$ cat src/rtl/ccr_pkg.sv
package ccr_pkg;
  localparam int COND_W = 3;

  typedef enum logic [COND_W-1:0] {
    CC_LT     = 3'd0,
    CC_GT     = 3'd1,
    CC_GE     = 3'd2,
    CC_LE     = 3'd3,
    CC_EQ     = 3'd4,
    CC_NE     = 3'd5,
    CC_ALWAYS = 3'd6,
    CC_NEVER  = 3'd7
  } cond_e;

  typedef struct packed {
    logic sign;
    logic zero;
  } flags_t;
endpackage

$ cat src/rtl/ccr_flag_store.sv
module ccr_flag_store #(
  parameter int DATA_W  = 32,
  parameter int CHUNK_W = 8
) (
  input  logic              clk,
  input  logic              rst,
  input  logic              wr_en,
  input  logic [DATA_W-1:0] result,
  output ccr_pkg::flags_t   flags
);
  localparam int NCHUNK = (DATA_W + CHUNK_W - 1) / CHUNK_W;
  localparam int PAD_W  = NCHUNK * CHUNK_W;

  logic [PAD_W-1:0]  padded;
  logic [NCHUNK-1:0] chunk_nz;
  logic              any_set;

  assign padded = PAD_W'(result);

  // zero detect as a two-level OR tree: per-chunk reduce, then combine
  for (genvar g = 0; g < NCHUNK; g++) begin : g_chunk
    assign chunk_nz[g] = |padded[g*CHUNK_W +: CHUNK_W];
  end
  assign any_set = |chunk_nz;

  always_ff @(posedge clk) begin
    if (rst) begin
      flags <= '0;
    end else if (wr_en) begin
      flags.sign <= result[DATA_W-1];
      flags.zero <= ~any_set;
    end
  end
endmodule

$ cat src/rtl/ccr_cond_eval.sv
module ccr_cond_eval (
  input  ccr_pkg::cond_e  cond,
  input  ccr_pkg::flags_t flags,
  output logic            take
);
  import ccr_pkg::*;

  always_comb begin
    unique case (cond)
      CC_LT:     take = flags.sign;
      CC_GT:     take = ~flags.sign & ~flags.zero;
      CC_GE:     take = ~flags.sign;
      CC_LE:     take = flags.sign | flags.zero;
      CC_EQ:     take = flags.zero;
      CC_NE:     take = ~flags.zero;
      CC_ALWAYS: take = 1'b1;
      default:   take = 1'b0;
    endcase
  end
endmodule

$ cat src/rtl/ccr_decision_reg.sv
module ccr_decision_reg (
  input  logic clk,
  input  logic rst,
  input  logic valid_in,
  input  logic take_in,
  output logic done,
  output logic taken
);
  always_ff @(posedge clk) begin
    if (rst) begin
      done  <= 1'b0;
      taken <= 1'b0;
    end else begin
      done  <= valid_in;
      taken <= valid_in & take_in;
    end
  end
endmodule

$ cat src/rtl/ccr_branch_unit.sv
module ccr_branch_unit #(
  parameter int DATA_W = 32
) (
  input  logic              clk,
  input  logic              rst,
  input  logic              flag_wr,
  input  logic [DATA_W-1:0] alu_result,
  input  logic              br_valid,
  input  logic [2:0]        br_cond,
  output logic              flag_sign,
  output logic              flag_zero,
  output logic              br_done,
  output logic              br_taken
);
  import ccr_pkg::*;

  flags_t cur_flags;
  logic   decide;
  cond_e  cond_q;

  assign cond_q = cond_e'(br_cond);

  ccr_flag_store #(.DATA_W(DATA_W)) u_store (
    .clk    (clk),
    .rst    (rst),
    .wr_en  (flag_wr),
    .result (alu_result),
    .flags  (cur_flags)
  );

  // branch reads the stored flags, never the result entering this cycle
  ccr_cond_eval u_eval (
    .cond  (cond_q),
    .flags (cur_flags),
    .take  (decide)
  );

  ccr_decision_reg u_dec (
    .clk      (clk),
    .rst      (rst),
    .valid_in (br_valid),
    .take_in  (decide),
    .done     (br_done),
    .taken    (br_taken)
  );

  assign flag_sign = cur_flags.sign;
  assign flag_zero = cur_flags.zero;
endmodule

$ cat config.mk
export PLATFORM = sky130hd
export DESIGN_NAME = ccr_branch_unit
export DESIGN_NICKNAME = d
export VERILOG_FILES = /design/src/rtl/ccr_pkg.sv /design/src/rtl/ccr_flag_store.sv /design/src/rtl/ccr_cond_eval.sv /design/src/rtl/ccr_decision_reg.sv /design/src/rtl/ccr_branch_unit.sv
export SDC_FILE = /design/constraint.sdc
export NUM_CORES = 1
export LEC_CHECK = 0
export ABC_AREA = 1
export BUFFER_PORTS_ARGS = -buffer_cell sky130_fd_sc_hd__buf_4
export CAP_MARGIN = 20
export CELL_PAD_IN_SITES_DETAIL_PLACEMENT = 0
export CELL_PAD_IN_SITES_GLOBAL_PLACEMENT = 1
export CORE_MARGIN = 2
export CORE_UTILIZATION = 17
export CTS_BUF_LIST = sky130_fd_sc_hd__clkbuf_8
export CTS_CLUSTER_SIZE = 14
export DETAILED_ROUTE_END_ITERATION = 8
export GPL_TIMING_DRIVEN = 0
export PLACE_DENSITY = 0.82
export SLEW_MARGIN = 20
export SYNTH_ARGS = -nofsm -noshare
export SYNTH_HDL_FRONTEND = slang
export SYNTH_SLANG_ARGS = --single-unit
$ cat constraint.sdc
create_clock -name clk -period 1.9 [get_ports clk]
set_input_delay 0.38 -clock clk [delete_from_list [all_inputs] [get_ports clk]]
set_output_delay 0.38 -clock clk [all_outputs]
set_load 0.01 [all_outputs]
==> impl_metrics.ini <==
[synthesis]
synth-edff-count = 0
synth_fp_nets = 92
synth_seq_cells = 4
synth_warnings = 0
yosys.cell_count.top_type = nor2_1
synthCells = 53
synth_top_area_frac = 0.2899
yosysUniqueCellTypes = 14
synth_area_leaders = nor2_1, dfxtp_1, nand2_1
ys_seq_area_frac = 0.2689
async_flop_share = 0
syn_area_um2 = 297.8
synthFlopType = dfxtp_1
synth_commonest_cells = nor2_1, nand2_1, dfxtp_1, nand3_1, inv_1
avgSynthCellArea_um2 = 5.619
synth_top_area_cell = nor2_1

[clock_tree]
cts_tree = done
cts_root_buffer = clkbuf_8
post_cts_buffers = 0
cts_made_buffers = 3
hold_buffers = 0
cts_repair_resize_count = 0
clkTransAtPathRegs_ns = 0.03
cts.sinks = 4
clock_latency_ns = 0.21
cts_max_level = 1
clockBufferDepth = 2

[critical_path]
slowest_stage = dfxtp_1
r2r-start = u_store.flags[1]
ff2ff_path_depth = 5
max_stage_delay_ns = 0.42
critical_path.cell_chain = buf_4
crit_buf_inv = 1
worst-path-max-fanout = 6
crit_type = flop to output port
cp.required_ns = 1.52
arrival_ns = 0.79
r2r_setup_slack_ns = 0.96
crit_family = flip-flops
cp-end-kind = output port
reg2reg_to = u_dec.taken
start_kind = flop
path_depth = 1

[drt]
vias = 482
drcViolationCount = 0
wl_per_cell_um = 8.730
antenna_left = 0
dr.first_iter.drc_count = 6
drtPass1Iterations = 4
drt-total-wl_um = 1004
vias_per_cell = 4.191

[floorplan]
rows = 15
die-area_um2 = 2103
die_w_um = 45.86
core-area_um2 = 1689
initial_core_util = 0.1763
die_y_um = 45.86
io_pins = 43

[pwr]
p_seq_frac = 0.255
power_density_nw_per_um2 = 530.3
pwr-share-clk = 0.489
combPwrFrac = 0.256
irDropWorstVdd_mv = 0.3240
p_leak_nw = 0.3554
swShare = 0.2007
switchingPower_mw = 0.07193
p_int_mw = 0.2864

[global_route]
grt-ovfl-total = 0
grt_max_degree = 7
antenna_found_initial = 0
first_global_vias = 471
grt_pass1_wl_um = 1697
grtUsageTotal = 0.1091

[placed_design]
io_buffers = 42
routabilityCongestion = 0.6098
hpwlAfterDp_um = 904.8

[finish]
drive_gt1_frac = 0.5102
diodes = 0
layout.nets = 139
area_growth_pct = 126.9

[sta]
hold_ws_ns = 0.3451
finalCriticalPeriod_ns = 1.167
clock_skew_ns = 0.003165
rsz0062_at_grt = false
clock.fmax_ghz = 0.8569
slew_violations = 0
setup_viol = 0
tns_ns = 0
maxSlewHeadroom = 0.8635
worst_pin_slew_ns = 0.2044
finalHoldViolations = 0
min_period_over_period = 0.6142

[outcome]
outcome = complete, no violations

[hold_path]
whs_endpoint = u_store.flags[0]
hold_path_class = input port to flop
whs_path_depth = 2
min_from = rst

[job]
maxCapViolations = 0
logic make-up after synthesis:
group	count (synthesis)	share of synthesized area
and+or+nand+nor	40	0.5798
AOI/OAI and AO/OA	4	0.08825
DFF	4	0.2689
buffers and inverters	5	0.06303
how the worst max path moves through the flow:
stage / start / to / slack (ns)
3_3_place_gp: alu_result[29] / u_store.flags[0] / 0.79
3_5_place_dp: alu_result[29] / u_store.flags[0] / 0.77
6_report: u_store.flags[1] / flag_sign / 0.73
5_1_grt: u_store.flags[1] / flag_sign / 0.69
2_1_floorplan: alu_result[29] / u_store.flags[0] / 0.97
4_1_cts: u_store.flags[1] / flag_sign / 0.73
layout by cell type (no fill, tap or decap), drive strengths merged:
cell type  instances
and2               1
a21boi             1
nor3               1
buf               42
o21ai              2
a21oi              1
inv                5
nand2              8
nand3              4
nand4              2
dfxtp              4
nor2              24
clkbuf             3
power groups by stage:
| stage | sequential, mW | clock [mW] | combinational (mW) |
|---|---|---|---|
| final | 0.0912 | 0.175 | 0.0917 |
| after CTS | 0.0912 | 0.178 | 0.0927 |
| after floorplan | 0.0937 | 0 | 0.0208 |
| after global placement | 0.0923 | 0 | 0.0912 |
| after global routing | 0.0918 | 0.186 | 0.103 |
| after detailed placement | 0.0923 | 0 | 0.0926 |
state kept, by name (all words and copies together) (netlist names):
name and flops:
u_store.flags 2, u_dec.done 1, u_dec.taken 1
routing by layer:
| metal | vias to the layer above | track usage | part of all wire |
|---|---|---|---|
| met5 | - | 0 | 0 |
| li1 | 259 | - | - |
| met1 | 203 | 0.1153 | 0.36 |
| met2 | 20 | 0.2139 | 0.54 |
| met4 | 0 | 0.01714 | 0 |
| met3 | 0 | 0.02778 | 0.094 |
per-stage QoR:
step / std cells / power (mW) / worst slack [ns] / area [µm²] / utilization
2_1_floorplan: 53 / 0.1146 / 0.9722 / 297.8 / -
6_report: 115 / 0.3583 / 0.7330 / 675.6 / 0.4000
3_3_place_gp: 112 / 0.1835 / 0.7880 / 634.4 / 0.3756
5_1_grt: 115 / 0.3803 / 0.6942 / 675.6 / 0.4000
3_5_place_dp: 112 / 0.1849 / 0.7719 / 634.4 / 0.3756
4_1_cts: 115 / 0.3620 / 0.7316 / 675.6 / 0.4000
cell type report:
| cell class | instances | area, µm² |
|---|---|---|
| clock buffer | 3 | 41.29 |
| fill | 189 | 1013 |
| inverter | 5 | 18.77 |
| multi-input combinational | 44 | 198.9 |
| sequential | 4 | 80.08 |
| tap | 17 | 21.27 |
| timing repair buffer | 42 | 315.3 |
Power figures use the tool's default switching activity.
